### config.mk
export PLATFORM = sky130hd
export DESIGN_NAME = dualflag_alu
export DESIGN_NICKNAME = d
export VERILOG_FILES = /design/src/rtl/dfalu_pkg.sv /design/src/rtl/dfalu_ctrl.sv /design/src/rtl/dfalu_cond.sv /design/src/rtl/dfalu_datapath.sv /design/src/rtl/dualflag_alu.sv
export SDC_FILE = /design/constraint.sdc
export NUM_CORES = 1
export LEC_CHECK = 0
export BUFFER_PORTS_ARGS = -buffer_cell sky130_fd_sc_hd__buf_2
export CAP_MARGIN = 20
export CORE_UTILIZATION = 50
export CTS_BUF_LIST = sky130_fd_sc_hd__clkbuf_4 sky130_fd_sc_hd__clkbuf_8 sky130_fd_sc_hd__clkbuf_16
export CTS_CLUSTER_DIAMETER = 50
export DETAILED_ROUTE_END_ITERATION = 8
export GPL_ROUTABILITY_DRIVEN = 0
export PLACE_DENSITY = 0.73
export RECOVER_POWER = 100
export SYNTH_ARGS = -nofsm -noshare
export SYNTH_HDL_FRONTEND = slang
export SYNTH_HIERARCHICAL = 1
export SYNTH_SLANG_ARGS = --single-unit
### constraint.sdc
create_clock -name clk -period 6.3 [get_ports clk]
set_input_delay 1.89 -clock clk [delete_from_list [all_inputs] [get_ports clk]]
set_output_delay 1.89 -clock clk [all_outputs]
set_load 0.1 [all_outputs]
### src/rtl/dfalu_pkg.sv
package dfalu_pkg;

  localparam int unsigned OP_W   = 4;
  localparam int unsigned COND_W = 4;

  typedef enum logic [OP_W-1:0] {
    OP_ADD = 4'd0,
    OP_ADC = 4'd1,
    OP_SUB = 4'd2,
    OP_SBB = 4'd3,
    OP_MOV = 4'd4,
    OP_AND = 4'd5,
    OP_OR  = 4'd6,
    OP_XOR = 4'd7,
    OP_NOT = 4'd8,
    OP_SHL = 4'd9,
    OP_SHR = 4'd10,
    OP_CMP = 4'd11,
    OP_TST = 4'd12
  } aluOp_e;

  typedef enum logic [COND_W-1:0] {
    CC_EQ = 4'd0,
    CC_NE = 4'd1,
    CC_CS = 4'd2,
    CC_CC = 4'd3,
    CC_MI = 4'd4,
    CC_PL = 4'd5,
    CC_VS = 4'd6,
    CC_LT = 4'd7,
    CC_GE = 4'd8
  } cond_e;

  typedef enum logic [1:0] {
    UNIT_ADD   = 2'd0,
    UNIT_LOGIC = 2'd1,
    UNIT_SHIFT = 2'd2
  } unit_e;

  typedef enum logic [1:0] {
    LS_PASS = 2'd0,
    LS_AND  = 2'd1,
    LS_OR   = 2'd2,
    LS_XOR  = 2'd3
  } logicSel_e;

  // Flag group, bit0 carry .. bit3 overflow
  typedef struct packed {
    logic v;
    logic n;
    logic z;
    logic c;
  } flags_t;

  // Strobes from control to datapath
  typedef struct packed {
    unit_e     unit;
    logicSel_e logicSel;
    logic      invB;
    logic      cinFromFlag;
    logic      cinConst;
    logic      shiftRight;
    logic      wrResult;
    logic      wrArithC;
    logic      wrArithV;
    logic      wrArithZN;
    logic      wrCmp;
    logic      tstMode;
  } strobes_t;

endpackage

### src/rtl/dfalu_ctrl.sv
module dfalu_ctrl
  import dfalu_pkg::*;
(
  input  logic            valid,
  input  logic [OP_W-1:0] opCode,
  output strobes_t        strb
);

  always_comb begin
    strb = '0;
    if (valid) begin
      case (opCode)
        OP_ADD, OP_ADC, OP_SUB, OP_SBB: begin
          strb.unit        = UNIT_ADD;
          strb.invB        = (opCode == OP_SUB) || (opCode == OP_SBB);
          strb.cinFromFlag = (opCode == OP_ADC) || (opCode == OP_SBB);
          strb.cinConst    = (opCode == OP_SUB);
          strb.wrResult    = 1'b1;
          strb.wrArithC    = 1'b1;
          strb.wrArithV    = 1'b1;
          strb.wrArithZN   = 1'b1;
        end
        OP_MOV, OP_NOT, OP_AND, OP_OR, OP_XOR: begin
          strb.unit      = UNIT_LOGIC;
          strb.invB      = (opCode == OP_NOT);
          strb.logicSel  = (opCode == OP_AND) ? LS_AND :
                           (opCode == OP_OR)  ? LS_OR  :
                           (opCode == OP_XOR) ? LS_XOR : LS_PASS;
          strb.wrResult  = 1'b1;
          strb.wrArithZN = 1'b1;
        end
        OP_SHL, OP_SHR: begin
          strb.unit       = UNIT_SHIFT;
          strb.shiftRight = (opCode == OP_SHR);
          strb.wrResult   = 1'b1;
          strb.wrArithC   = 1'b1;
          strb.wrArithZN  = 1'b1;
        end
        OP_CMP: begin
          strb.unit     = UNIT_ADD;
          strb.invB     = 1'b1;
          strb.cinConst = 1'b1;
          strb.wrCmp    = 1'b1;
        end
        OP_TST: begin
          strb.unit     = UNIT_LOGIC;
          strb.logicSel = LS_AND;
          strb.wrCmp    = 1'b1;
          strb.tstMode  = 1'b1;
        end
        default: strb = '0;
      endcase
    end
  end

endmodule

### src/rtl/dfalu_cond.sv
module dfalu_cond
  import dfalu_pkg::*;
(
  input  flags_t            arithF,
  input  flags_t            cmpF,
  input  logic              condSel,
  input  logic [COND_W-1:0] condCode,
  output logic              condTrue
);

  flags_t selF;

  assign selF = condSel ? cmpF : arithF;

  always_comb begin
    case (condCode)
      CC_EQ:   condTrue = selF.z;
      CC_NE:   condTrue = ~selF.z;
      CC_CS:   condTrue = selF.c;
      CC_CC:   condTrue = ~selF.c;
      CC_MI:   condTrue = selF.n;
      CC_PL:   condTrue = ~selF.n;
      CC_VS:   condTrue = selF.v;
      CC_LT:   condTrue = selF.n ^ selF.v;
      CC_GE:   condTrue = ~(selF.n ^ selF.v);
      default: condTrue = 1'b0;
    endcase
  end

endmodule

### src/rtl/dfalu_datapath.sv
module dfalu_datapath
  import dfalu_pkg::*;
#(
  parameter int unsigned DATA_W = 16
)(
  input  logic              clk,
  input  logic              rstN,
  input  strobes_t          strb,
  input  logic [DATA_W-1:0] opA,
  input  logic [DATA_W-1:0] opB,
  output logic [DATA_W-1:0] result,
  output logic              resultValid,
  output flags_t            arithQ,
  output flags_t            cmpQ
);

  localparam int unsigned LOW_W = DATA_W - 1;

  logic [DATA_W-1:0] bOp;
  logic [DATA_W-1:0] logicRes;
  logic [DATA_W-1:0] shiftRes;
  logic [DATA_W-1:0] aluRes;
  logic [DATA_W:0]   fullSum;
  logic [LOW_W:0]    lowSum;
  logic              carryIn;
  logic              carryIntoTop;
  logic              carryOut;
  logic              ovf;
  logic              shiftOut;
  logic              resZero;
  logic              resNeg;

  assign bOp     = strb.invB ? ~opB : opB;
  assign carryIn = strb.cinFromFlag ? arithQ.c : strb.cinConst;

  // Low slice sum gives the carry into the top bit
  assign lowSum  = {1'b0, opA[LOW_W-1:0]} + {1'b0, bOp[LOW_W-1:0]}
                 + {{LOW_W{1'b0}}, carryIn};
  assign fullSum = {1'b0, opA} + {1'b0, bOp} + {{DATA_W{1'b0}}, carryIn};

  assign carryIntoTop = lowSum[LOW_W];
  assign carryOut     = fullSum[DATA_W];
  assign ovf          = carryIntoTop ^ carryOut;

  always_comb begin
    case (strb.logicSel)
      LS_AND:  logicRes = opA & bOp;
      LS_OR:   logicRes = opA | bOp;
      LS_XOR:  logicRes = opA ^ bOp;
      default: logicRes = bOp;
    endcase
  end

  always_comb begin
    if (strb.shiftRight) begin
      shiftRes = {arithQ.c, opA[DATA_W-1:1]};
      shiftOut = opA[0];
    end else begin
      shiftRes = {opA[DATA_W-2:0], arithQ.c};
      shiftOut = opA[DATA_W-1];
    end
  end

  always_comb begin
    case (strb.unit)
      UNIT_LOGIC: aluRes = logicRes;
      UNIT_SHIFT: aluRes = shiftRes;
      default:    aluRes = fullSum[DATA_W-1:0];
    endcase
  end

  assign resZero = (aluRes == '0);
  assign resNeg  = aluRes[DATA_W-1];

  always_ff @(posedge clk) begin
    if (!rstN) begin
      result      <= '0;
      resultValid <= 1'b0;
      arithQ      <= '0;
      cmpQ        <= '0;
    end else begin
      resultValid <= strb.wrResult;
      if (strb.wrResult) result <= aluRes;
      if (strb.wrArithZN) begin
        arithQ.z <= resZero;
        arithQ.n <= resNeg;
      end
      if (strb.wrArithC) arithQ.c <= (strb.unit == UNIT_SHIFT) ? shiftOut : carryOut;
      if (strb.wrArithV) arithQ.v <= ovf;
      if (strb.wrCmp) begin
        cmpQ.z <= resZero;
        cmpQ.n <= resNeg;
        cmpQ.c <= strb.tstMode ? 1'b0 : carryOut;
        cmpQ.v <= strb.tstMode ? 1'b0 : ovf;
      end
    end
  end

endmodule

### src/rtl/dualflag_alu.sv
module dualflag_alu
  import dfalu_pkg::*;
#(
  parameter int unsigned DATA_W = 16
)(
  input  logic              clk,
  input  logic              rstN,
  input  logic              valid,
  input  logic [OP_W-1:0]   opCode,
  input  logic [DATA_W-1:0] opA,
  input  logic [DATA_W-1:0] opB,
  input  logic              condSel,
  input  logic [COND_W-1:0] condCode,
  output logic [DATA_W-1:0] result,
  output logic              resultValid,
  output logic [3:0]        arithFlags,
  output logic [3:0]        cmpFlags,
  output logic              condTrue
);

  strobes_t strb;
  flags_t   arithQ;
  flags_t   cmpQ;

  dfalu_ctrl i_ctrl (
    .valid  (valid),
    .opCode (opCode),
    .strb   (strb)
  );

  dfalu_datapath #(.DATA_W(DATA_W)) i_dp (
    .clk         (clk),
    .rstN        (rstN),
    .strb        (strb),
    .opA         (opA),
    .opB         (opB),
    .result      (result),
    .resultValid (resultValid),
    .arithQ      (arithQ),
    .cmpQ        (cmpQ)
  );

  dfalu_cond i_cond (
    .arithF   (arithQ),
    .cmpF     (cmpQ),
    .condSel  (condSel),
    .condCode (condCode),
    .condTrue (condTrue)
  );

  assign arithFlags = arithQ;
  assign cmpFlags   = cmpQ;

endmodule

==> key figures, run 1 <==
Synthesis
  • Mapped Nets: 560
  • Number of synthesized register bits: 25
  • Syn Inst Count: 480
  • Distinct cells, synth: 67
  • Prevailing post-synth register cell: dfxtp_1
  • Yosys top cell by area: dfxtp_1
  • Most common cell in the netlist: nand2_1
  • EDFF count, synth: 0
  • Post-synth top area share: 14.15%
  • Post-synthesis cell area: 3536 sq um
  • Synth warn: 6
  • Most instantiated cells after synthesis: nand2_1 (52), inv_1 (46), o21ai_0 (44)
  • Syn_area_per_cell: 7.366 sq um
  • Synth area leaders: dfxtp_1 (14%), ha_1 (12%), o21ai_0 (6.2%)
  • Register area share after synthesis: 14.15%
  • Asr flop ratio synth: 0%

GRT
  • First-pass GRT wire length: 15410 um
  • Via count of the first global-routing pass: 3430
  • Largest net degree at the start of global routing: 47
  • Remaining global-route overflow: 0
  • GRT Total Usage: 25.50%
  • Initial antenna violation count: 0

Final layout
  • Reg area: 500.5 sq um
  • Share of cells above drive strength 1: 13.32%
  • Net count reported at finish: 614
  • Cell Count, Final, Fillers Out: 629
  • # diodes: 0
  • Synthesis-to-finish area growth: 11.04%
  • Fill cells: 693
  • Final Cell Area: 3926 sq um
  • Core Util, Final: 57.79%
  • Area of the multi-input gates: 2739 sq um

Placement
  • Pre-CTS setup slack: 0.7188 ns
  • Detail Placement HPWL: 7367 um
  • Placed Instances: 625
  • Placed Area: 3929 sq um
  • PortBufs: 69

CTS
  • CTS tree: yes
  • Clk sink count: 25
  • Worst-path clk slew: 0.08 ns
  • Post-cts resize count: 0
  • Postcts setup bufs: 0
  • CTS Buf Count: 3
  • CTS root buf: clkbuf_8
  • CTS Buffer Depth: 2
  • H-Tree Depth: 1
  • Hold_buf cts: 0
  • Worst-Skew Late Latency: 0.26 ns

Detailed routing
  • Max Used Layer: met4
  • DRT iter0 DRCs: 173
  • Final WL: 9482 um
  • Met2 WL post-DR: 4600 um
  • Drt via density: 5.878
  • Drt pass-1 iters: 5
  • ANT nets after route: 0
  • DRC Markers: 0
  • Routed vias: 3697
  • Met3 wire length: 488 um
  • WL per Instance: 15.07 um
  • Wl on met1: 4207 um

STA
  • Final TNS setup: 0 ns
  • Final period util: 94.16%
  • Final Hold Vio Count: 0
  • Slew Viols, Final: 0
  • Minimum clock period: 5.932 ns
  • Post-Route Skew: 0.004138 ns
  • Worst-Margin Slew: 1.177 ns
  • Setup violators final: 0
  • Hold WS: 0.4828 ns
  • Fmax: 0.1686 GHz
  • Unrepaired setup endpoints after global routing: false
  • Fin worst setup slack: 0.3679 ns
  • Relative slew slack: 21.84%

Outcome
  • Outcome: complete, no violations

Setup path
  • Reg2Reg Setup Slack: 3.00 ns
  • Crit path DAT: 4.04 ns
  • Reg2reg start: i_dp/arithQ[0]
  • CP peak stage delay: 0.88 ns
  • Cells on worst reg2reg path: 12
  • Reg-to-Reg End: i_dp/arithQ[1]
  • Worst Path Required: 4.41 ns
  • CP endpoint kind: output pin
  • Crit-path cells: buf_2 > mux2_4 > or4_1 > and4_1 > o211ai_2 > clkbuf_1
  • Max FO, Critical Path: 4
  • Crit Path Class: primary input to output pin
  • Slowest cell on the critical path: clkbuf_1
  • Startpoint types: primary input

Power and ir drop
  • Power per cell area: 176.1 nW/um^2
  • Power consumption: 691.5 uW
  • VDD IR max: 118.2 uV
  • LEAKAGE: 1.743 nW

Floorplanning
  • Chip height: 86.10 um
  • IO Count: 70
  • Die area: 7412 sq um
  • FP Rows: 30
  • Starting Density: 52.04%
  • Core area: 6794 sq um
  • Die X-Extent: 86.10 um

Hold path
  • Endpoint, Worst Hold: i_dp/result[1]
  • WHS Path Cells: 1
  • Hold/Removal Path Class: register to register
  • Hold Crit Start: i_dp/result[1]

Flow run
  • Max cap viols: 0
## metal layers
layer | GRT usage, % | vias to the layer above
li1 | - | 1803
met1 | 32.36 | 1749
met5 | 0 | -
met3 | 3.080 | 16
met2 | 45.67 | 129
met4 | 6.212 | 0
## worst max-delay path: cells and delay by family
family / cells / cell delay, ns
buffers and inverters: 2 / 1.02
AND/OR/NAND/NOR: 2 / 0.67
multiplexers: 1 / 0.32
AO/OA/AOI/OAI: 1 / 0.15
## registers in the layout (all words and copies together), names as in the netlist
name	flops
i_dp/cmpQ	4
i_dp/result	16
i_dp/resultValid	1
i_dp/arithQ	4
## where the power goes
part           switching, mW  total, mW  internal [mW]
Clock                 0.0457     0.0951         0.0494
Combinational          0.289      0.417          0.127
Sequential           0.00792      0.180          0.172
Total                  0.343      0.691          0.348
## area by class of cell
class / count / share of cell area [%]
multi-input combinational: 384 / 69.76
sequential: 25 / 12.75
timing repair buffer: 74 / 8.795
inverter: 46 / 4.398
tap: 96 / 3.059
clock buffer: 4 / 1.243
## how the worst max path moves through the flow
stage          startpoint             end  slack, ns
2_1_floorplan     condSel        condTrue       0.71
6_report          condSel        condTrue       0.37
3_5_place_dp    opCode[1]  i_dp/arithQ[1]       0.72
5_1_grt           condSel        condTrue       0.31
3_3_place_gp      condSel        condTrue       0.83
4_1_cts           condSel        condTrue       0.80
## placed cells by master (no fill, tap or decap), types with 2 or more instances in the layout
| master | instances |
|---|---|
| a211oi_1 | 3 |
| a21boi_2 | 2 |
| a21o_1 | 7 |
| a21oi_1 | 28 |
| a221o_1 | 3 |
| a221oi_1 | 9 |
| a22oi_1 | 5 |
| a31oi_1 | 6 |
| and2_1 | 6 |
| and4_1 | 3 |
| buf_2 | 42 |
| buf_4 | 4 |
| clkbuf_1 | 28 |
| clkbuf_8 | 3 |
| dfxtp_1 | 25 |
| fa_1 | 2 |
| ha_1 | 34 |
| inv_1 | 46 |
| mux2_2 | 4 |
| mux2i_1 | 12 |
| mux4_2 | 2 |
| nand2_1 | 53 |
| nand2b_1 | 15 |
| nand3_1 | 7 |
| nand3b_1 | 4 |
| nand4_1 | 4 |
| nor2_1 | 20 |
| nor2b_1 | 20 |
| nor3_1 | 6 |
| nor3b_1 | 2 |
| o2111ai_1 | 2 |
| o211a_1 | 2 |
| o211ai_1 | 15 |
| o21a_1 | 5 |
| o21ai_0 | 44 |
| o31ai_1 | 3 |
| xnor2_1 | 6 |
| xor2_1 | 22 |
## cells by family after synthesis
group	synth area share (%)
DFF	14.15
AOI/OAI and AO/OA	27.25
xor gates and xnor gates	6.935
and+or+nand+nor	23.00
buffers and inverters	8.387
adders and majority gates	13.16
muxes	7.112
No activity file was read; power rests on OpenSTA's default activity.
==> run 2: changes to the inputs <==
--- a/config.mk
+++ b/config.mk
@@ -7,12 +7,14 @@
 export LEC_CHECK = 0
 export BUFFER_PORTS_ARGS = -buffer_cell sky130_fd_sc_hd__buf_2
 export CAP_MARGIN = 20
-export CORE_UTILIZATION = 50
+export CELL_PAD_IN_SITES_DETAIL_PLACEMENT = 2
+export CELL_PAD_IN_SITES_GLOBAL_PLACEMENT = 2
+export CORE_UTILIZATION = 34
 export CTS_BUF_LIST = sky130_fd_sc_hd__clkbuf_4 sky130_fd_sc_hd__clkbuf_8 sky130_fd_sc_hd__clkbuf_16
 export CTS_CLUSTER_DIAMETER = 50
 export DETAILED_ROUTE_END_ITERATION = 8
 export GPL_ROUTABILITY_DRIVEN = 0
-export PLACE_DENSITY = 0.73
+export PLACE_DENSITY_LB_ADDON = 0.1
 export RECOVER_POWER = 100
 export SYNTH_ARGS = -nofsm -noshare
 export SYNTH_HDL_FRONTEND = slang
==> constraint.sdc (replaced) <==
create_clock -name clk -period 7.3 [get_ports clk]
set_input_delay 2.19 -clock clk [delete_from_list [all_inputs] [get_ports clk]]
set_output_delay 2.19 -clock clk [all_outputs]
set_load 0.1 [all_outputs]
==> key figures, run 2 (same netlist as run 1, synthesis figures left out) <==
Outcome
  • Outcome: complete, no violations (unchanged)

Detailed routing
  • Final WL: 12330 um (was 9482 um)
  • DRC Markers: 0 (unchanged)
  • DRT iter0 DRCs: 89 (was 173)
  • Routed vias: 3640 (was 3697)
  • ANT nets after route: 0 (unchanged)
  • Drt pass-1 iters: 4 (was 5)
  • WL per Instance: 18.43 um (was 15.07 um)
  • Drt via density: 5.441 (was 5.878)

Floorplanning
  • IO Count: 70 (unchanged)
  • Core area: 9910 sq um (was 6794 sq um)
  • Die area: 10810 sq um (was 7412 sq um)
  • Chip height: 104.0 um (was 86.10 um)
  • FP Rows: 36 (was 30)
  • Starting Density: 35.68% (was 52.04%)
  • Die X-Extent: 104.0 um (was 86.10 um)

Final layout
  • Share of cells above drive strength 1: 13.99% (was 13.32%)
  • Fill cells: 1220 (was 693)
  • Core Util, Final: 40.34% (was 57.79%)
  • Largest regs: i_dp/result (16), i_dp/arithQ (4), i_dp/cmpQ (4) (unchanged)
  • # diodes: 0 (unchanged)
  • Largest Register: i_dp/result (unchanged)
  • Most common cell after layout, fill and taps aside: nand2_1 (unchanged)
  • Largest register FFs: 16 (unchanged)
  • Net count reported at finish: 617 (was 614)
  • Commonest cells after routing, fill and taps aside: nand2_1 (53), inv_1 (46), o21ai_0 (44) (unchanged)
  • Synthesis-to-finish area growth: 13.06% (was 11.04%)
  • Final Cell Area: 3998 sq um (was 3926 sq um)

CTS
  • Worst-path clk slew: 0.08 ns (about the same)
  • Hold_buf cts: 0 (unchanged)
  • CTS Buf Count: 3 (unchanged)
  • CTS Buffer Depth: 2 (unchanged)
  • Worst-Skew Late Latency: 0.28 ns (was 0.26 ns)
  • Post-cts resize count: 0 (unchanged)
  • Postcts setup bufs: 0 (unchanged)
  • CTS tree: yes (unchanged)
  • H-Tree Depth: 1 (unchanged)
  • Clk sink count: 25 (unchanged)
  • CTS root buf: clkbuf_8 (unchanged)

GRT
  • Initial antenna violation count: 0 (unchanged)
  • First-pass GRT wire length: 21050 um (was 15410 um)
  • Via count of the first global-routing pass: 4042 (was 3430)
  • GRT Total Usage: 23.56% (was 25.50%)
  • Largest net degree at the start of global routing: 31 (was 47)
  • Remaining global-route overflow: 0 (unchanged)

Placement
  • PortBufs: 69 (unchanged)
  • Detail Placement HPWL: 10080 um (was 7367 um)
  • Placed Area: 3998 sq um (was 3929 sq um)

Power and ir drop
  • Power consumption: 618.3 uW (was 691.5 uW)
  • Power per cell area: 154.7 nW/um^2 (was 176.1 nW/um^2)
  • LEAKAGE: 1.752 nW (was 1.743 nW)
  • VDD IR max: 110.8 uV (was 118.2 uV)

Setup path
  • CP peak stage delay: 0.87 ns (was 0.88 ns)
  • Worst Path Required: 5.11 ns (was 4.41 ns)
  • Crit Path Class: primary input to output pin (unchanged)
  • Max FO, Critical Path: 4 (unchanged)
  • Startpoint types: primary input (unchanged)
  • Cells on worst reg2reg path: 12 (unchanged)
  • Crit-path cells: buf_2 > mux2_4 > or4_1 > and4_1 > o211ai_2 > clkbuf_1 (unchanged)
  • Reg2reg start: i_dp/arithQ[0] (unchanged)
  • CP endpoint kind: output pin (unchanged)
  • Reg-to-Reg End: i_dp/cmpQ[1] (was i_dp/arithQ[1])
  • Slowest cell on the critical path: clkbuf_1 (unchanged)
  • Reg2Reg Setup Slack: 3.81 ns (was 3.00 ns)
  • Crit path DAT: 4.35 ns (was 4.04 ns)

STA
  • Minimum clock period: 6.545 ns
  • Slew Viols, Final: 0 (unchanged)
  • Final TNS setup: 0 ns (unchanged)
  • Worst-Margin Slew: 1.212 ns (was 1.177 ns)
  • Fmax: 0.1528 GHz
  • Setup violators final: 0 (unchanged)
  • Relative slew slack: 19.19% (was 21.84%)
  • Post-Route Skew: 0.01294 ns (was 0.004138 ns)
  • Final Hold Vio Count: 0 (unchanged)
  • Hold WS: 0.4939 ns (was 0.4828 ns)
  • Final period util: 89.65%
  • Unrepaired setup endpoints after global routing: false (unchanged)

Hold path
  • WHS Path Cells: 1 (unchanged)
  • Hold Crit Start: i_dp/result[0] (was i_dp/result[1])
  • Hold/Removal Path Class: register to register (unchanged)
  • Endpoint, Worst Hold: i_dp/result[0] (was i_dp/result[1])

Flow run
  • Max cap viols: 0 (unchanged)
[run 2: cell count changes in the layout (fill, tap and decap cells not counted)]
cell	before	now
buf_4	4	6
and3_1	1	0
and3_4	0	1
buf_2	42	43
clkbuf_4	1	0
clkinvlp_4	0	1
[run 2: worst max path at each step]
| stage | startpoint | end | slack (ns) | depth (start not counted) |
|---|---|---|---|---|
| detailed placement | condSel | condTrue | 1.18 | 6 |
| global placement | condSel | condTrue | 1.22 | 6 |
| floorplan | condSel | condTrue | 1.11 | 4 |
| global route | opCode[1] | i_dp/cmpQ[1] | 0.61 | 18 |
| finish | condSel | condTrue | 0.76 | 6 |
| CTS | condSel | condTrue | 1.18 | 6 |
[run 2: final cells by class]
class / instances / area [sq um] / area share [%]
clock inverter: 1 / 7.507 / 0.1878
multi-input combinational: 384 / 2744 / 68.64
tap: 133 / 166.4 / 4.163
timing repair buffer: 77 / 365.4 / 9.139
sequential: 25 / 500.5 / 12.52
inverter: 46 / 172.7 / 4.319
clock buffer: 3 / 41.29 / 1.033
[run 2: report_power, final]
part / leakage, nW / total (mW) / switching [mW] / internal [mW]
registers: 0.205 / 0.156 / 0.00732 / 0.148
clock network: 0.0217 / 0.0873 / 0.0484 / 0.0389
logic: 1.53 / 0.375 / 0.264 / 0.111
total: 1.75 / 0.618 / 0.320 / 0.299
[run 2: worst max-delay path: cells and delay by family]
| family | cells | cell delay [ns] |
|---|---|---|
| multiplexers | 1 | 0.32 |
| buffers and inverters | 2 | 1.01 |
| AND/OR/NAND/NOR | 2 | 0.67 |
| AO/OA/AOI/OAI | 1 | 0.15 |
[run 2: stage by stage]
| stage | setup WS [ns] | cells |
|---|---|---|
| after floorplan | 1.109 | 480 |
| after global placement | 1.221 | 665 |
| after detailed placement | 1.184 | 665 |
| after CTS | 1.184 | 669 |
| after global routing | 0.6116 | 669 |
| final | 0.7555 | 669 |
[run 2: per-layer routing]
layer / vias to the layer above / track usage (%) / share of wire (%)
li1: 1798 / - / -
met1: 1766 / 29.06 / 45
met5: - / 0 / 0
met4: 0 / 4.694 / 1.4
met3: 13 / 2.318 / 2.9
met2: 63 / 44.00 / 51
==> run 3: changes to the inputs <==
--- a/config.mk
+++ b/config.mk
@@ -9,7 +9,8 @@
 export CAP_MARGIN = 20
 export CELL_PAD_IN_SITES_DETAIL_PLACEMENT = 2
 export CELL_PAD_IN_SITES_GLOBAL_PLACEMENT = 2
-export CORE_UTILIZATION = 34
+export CORE_MARGIN = 2
+export CORE_UTILIZATION = 33
 export CTS_BUF_LIST = sky130_fd_sc_hd__clkbuf_4 sky130_fd_sc_hd__clkbuf_8 sky130_fd_sc_hd__clkbuf_16
 export CTS_CLUSTER_DIAMETER = 50
 export DETAILED_ROUTE_END_ITERATION = 8
@@ -18,5 +19,4 @@
 export RECOVER_POWER = 100
 export SYNTH_ARGS = -nofsm -noshare
 export SYNTH_HDL_FRONTEND = slang
-export SYNTH_HIERARCHICAL = 1
 export SYNTH_SLANG_ARGS = --single-unit
==> constraint.sdc (replaced) <==
create_clock -name clk -period 6.5 [get_ports clk]
set_input_delay 1.95 -clock clk [delete_from_list [all_inputs] [get_ports clk]]
set_output_delay 1.95 -clock clk [all_outputs]
set_load 0.1 [all_outputs]
==> key figures, run 3 <==
Synthesis
  • Synth warn: 0 (was 6)
  • Distinct cells, synth: 74 (was 67)
  • XOR/XNOR Fraction of Synth Area: 4.841% (was 6.936%)
  • Synth area leaders: dfxtp_1 (11%), ha_1 (9.4%), a21oi_1 (5.3%) (was dfxtp_1 (14%), ha_1 (12%), o21ai_0 (6.2%))
  • Prevailing post-synth register cell: dfxtp_1 (unchanged)
  • Register area share after synthesis: 10.62% (was 14.15%)
  • Multiplexer share of the synthesized area: 6.362% (was 7.113%)
  • Post-synthesis cell area: 4523 sq um (was 3536 sq um)
  • Most common cell in the netlist: nor2_1 (was nand2_1)
  • Asr flop ratio synth: 0% (unchanged)
  • Adder-cell area share of the yosys netlist: 10.29% (was 13.16%)
  • Number of synthesized register bits: 24 (was 25)
  • Post-synth top area share: 10.62% (was 14.15%)
  • Mapped Nets: 736 (was 560)
  • Post-synthesis simple-gate area fraction: 23.37% (was 23.00%)
  • Syn Inst Count: 656 (was 480)
  • Synth Area in Compound Gates: 34.41% (was 27.25%)
  • Most instantiated cells after synthesis: nor2_1 (60), inv_1 (55), nand2_1 (49) (was nand2_1 (52), inv_1 (46), o21ai_0 (44))
  • EDFF count, synth: 0 (unchanged)
  • Largest family of logic cells by synthesized area: compound AO/OA/AOI/OAI gates (unchanged)
  • Yosys top cell by area: dfxtp_1 (unchanged)
  • Syn_area_per_cell: 6.895 sq um (was 7.366 sq um)

CTS
  • CTS Buffer Depth: 2 (unchanged)
  • Worst-Skew Late Latency: 0.26 ns (was 0.28 ns)
  • Hold_buf cts: 0 (unchanged)
  • Postcts setup bufs: 0 (unchanged)
  • Worst-path clk slew: 0.06 ns (was 0.08 ns)
  • CTS root buf: clkbuf_16 (was clkbuf_8)
  • Clk sink count: 24 (was 25)
  • CTS tree: yes (unchanged)
  • Post-cts resize count: 0 (unchanged)
  • CTS Buf Count: 3 (unchanged)
  • H-Tree Depth: 1 (unchanged)

Setup path
  • Crit Path Class: primary input to output pin (unchanged)
  • Buf/Inv on CP: 2 (unchanged)
  • Crit-path cells: buf_2 > mux2_2 > xnor2_1 > a211oi_1 > a31oi_1 > o32ai_2 > clkbuf_1 (was buf_2 > mux2_4 > or4_1 > and4_1 > o211ai_2 > clkbuf_1)
  • Crit path DAT: 4.10 ns (was 4.35 ns)
  • CP top delay family: buffers and inverters (unchanged)
  • Slowest cell on the critical path: clkbuf_1 (unchanged)
  • Startpoint types: primary input (unchanged)
  • Max FO, Critical Path: 5 (was 4)
  • CP peak stage delay: 0.89 ns (was 0.87 ns)
  • Worst Path Required: 4.55 ns (was 5.11 ns)
  • CP endpoint kind: output pin (unchanged)

STA
  • Setup violators final: 0 (unchanged)
  • Unrepaired setup endpoints after global routing: false (unchanged)
  • Final TNS setup: 0 ns (unchanged)
  • Fin worst setup slack: 0.4497 ns (was 0.7555 ns)
  • Worst-Margin Slew: 1.190 ns (was 1.212 ns)
  • Slew Viols, Final: 0 (unchanged)
  • Relative slew slack: 21.00% (was 19.19%)
  • Fmax: 0.1653 GHz
  • Final Hold Vio Count: 0 (unchanged)
  • Minimum clock period: 6.050 ns
  • Post-Route Skew: 0.003553 ns (was 0.01294 ns)
  • Final period util: 93.08%
  • Hold WS: 0.4666 ns (was 0.4939 ns)

Power and ir drop
  • Internal power: 398.2 uW (was 298.6 uW)
  • Sw Ratio: 51.60% (was 51.71%)
  • LEAKAGE: 2.050 nW (was 1.752 nW)
  • Seq pwr share: 20.3% (was 25.2%)
  • Sw Pwr: 424.6 uW (was 319.7 uW)
  • VDD IR max: 77.49 uV (was 110.8 uV)
  • Clock Power Share: 16.2% (was 14.1%)
  • Power per cell area: 165.9 nW/um^2 (was 154.7 nW/um^2)
  • Comb pwr share: 63.5% (was 60.7%)

Final layout
  • Net count reported at finish: 767 (was 617)
  • # diodes: 0 (unchanged)
  • Most common cell after layout, fill and taps aside: nor2_1 (was nand2_1)
  • Commonest cells after routing, fill and taps aside: nor2_1 (60), inv_1 (55), nand2_1 (49) (was nand2_1 (53), inv_1 (46), o21ai_0 (44))
  • Final Cell Area: 4959 sq um (was 3998 sq um)
  • Reg area: 480.5 sq um (was 500.5 sq um)
  • Largest regs: i_dp.result (15), i_dp.arithQ (4), i_dp.cmpQ (4) (was i_dp/result (16), i_dp/arithQ (4), i_dp/cmpQ (4))
  • Synthesis-to-finish area growth: 9.627% (was 13.06%)
  • Largest Register: i_dp.result (was i_dp/result)
  • Area of the multi-input gates: 3593 sq um (was 2744 sq um)
  • Largest register FFs: 15 (was 16)
  • Share of cells above drive strength 1: 10.66% (was 13.99%)
  • Fill cells: 1644 (was 1220)

Detailed routing
  • ANT nets after route: 0 (unchanged)
  • Drt via density: 6.017 (was 5.441)
  • WL per Instance: 22.81 um (was 18.43 um)
  • Drt pass-1 iters: 5 (was 4)
  • DRT iter0 DRCs: 196 (was 89)
  • Routed vias: 5181 (was 3640)
  • Final WL: 19640 um (was 12330 um)
  • DRC Markers: 0 (unchanged)

GRT
  • Via count of the first global-routing pass: 5353 (was 4042)
  • GR Layer Usage met2: 46.38% (was 44.00%)
  • GRT met3 Usage: 1.410% (was 2.318%)
  • Initial antenna violation count: 0 (unchanged)
  • Largest net degree at the start of global routing: 51 (was 31)
  • GRT busiest layer: met2 (unchanged)
  • GRT Total Usage: 26.59% (was 23.56%)
  • First-pass GRT wire length: 30510 um (was 21050 um)
  • Remaining global-route overflow: 0 (unchanged)
  • Met1 usage: 36.32% (was 29.06%)

Floorplanning
  • IO Count: 70 (unchanged)
  • Starting Density: 34.02% (was 35.68%)
  • Die area: 14660 sq um (was 10810 sq um)
  • FP Rows: 42 (was 36)
  • Core area: 13300 sq um (was 9910 sq um)
  • Chip height: 121.1 um (was 104.0 um)
  • Die X-Extent: 121.1 um (was 104.0 um)

Flow run
  • Max cap viols: 0 (unchanged)

Hold path
  • Hold/Removal Path Class: register to register (unchanged)

Placement
  • Detail Placement HPWL: 15510 um (was 10080 um)
  • PortBufs: 69 (unchanged)
  • Placed Area: 4921 sq um (was 3998 sq um)
  • Pre-CTS setup slack: 0.2907 ns (was 1.184 ns)

Outcome
  • Outcome: complete, no violations (unchanged)
-- run 3: cell families after synthesis --
kind of cell | count (synthesis)
adder cells (fa/ha/maj) | 36
multiplexers | 28
AND/OR/NAND/NOR | 211
AO/OA/AOI/OAI | 223
XOR/XNOR | 25
buffers and inverters | 109
flip-flops | 24
-- run 3: per-stage QoR --
step | util, % | power [mW] | instances
after floorplan | - | 0.5519 | 656
after global placement | 37.01 | 0.6758 | 858
after detailed placement | 37.01 | 0.6913 | 858
after CTS | 37.58 | 0.8274 | 861
after global routing | 37.30 | 0.8740 | 861
final | 37.30 | 0.8228 | 861
-- run 3: power by group through the flow --
| stage | sequential [mW] | clock [mW] | combinational [mW] |
|---|---|---|---|
| 6_report | 0.167 | 0.133 | 0.523 |
| 5_1_grt | 0.169 | 0.141 | 0.564 |
| 4_1_cts | 0.167 | 0.136 | 0.524 |
| 3_5_place_dp | 0.170 | 0 | 0.521 |
| 3_3_place_gp | 0.169 | 0 | 0.506 |
| 2_1_floorplan | 0.253 | 0 | 0.299 |
-- run 3: cell type report --
class / instances / share of cell area (%)
Multi-Input combinational cell: 523 / 72.47
Sequential cell: 24 / 9.690
Timing Repair Buffer: 78 / 7.570
Tap cell: 176 / 4.441
Inverter: 57 / 4.315
Clock buffer: 3 / 1.514
-- run 3: per-layer routing --
| layer | vias to the layer above | share of wire [%] | wire length, um |
|---|---|---|---|
| met5 | - | 0 | 0 |
| met4 | 0 | 1.3 | 264 |
| met3 | 19 | 4.1 | 806 |
| met2 | 121 | 48 | 9357 |
| met1 | 2585 | 47 | 9211 |
| li1 | 2456 | - | - |
-- run 3: worst reg2reg max path: cells and delay by family (launching register included) --
family	cells	cell delay, ns
and+or+nand+nor	6	1.16
AOI/OAI and AO/OA	5	1.11
adders and majority gates	2	0.87
DFF	1	0.54
-- run 3: worst paths after layout --
kind                           to       startpoint  cells after the start  slack, ns
setup / recovery         condTrue          condSel                      7       0.45
hold reg to reg   i_dp.result[14]  i_dp.result[14]                      2       0.47
setup reg to reg     i_dp.cmpQ[1]   i_dp.arithQ[0]                     13       2.72
hold / removal    i_dp.result[14]  i_dp.result[14]                      2       0.47
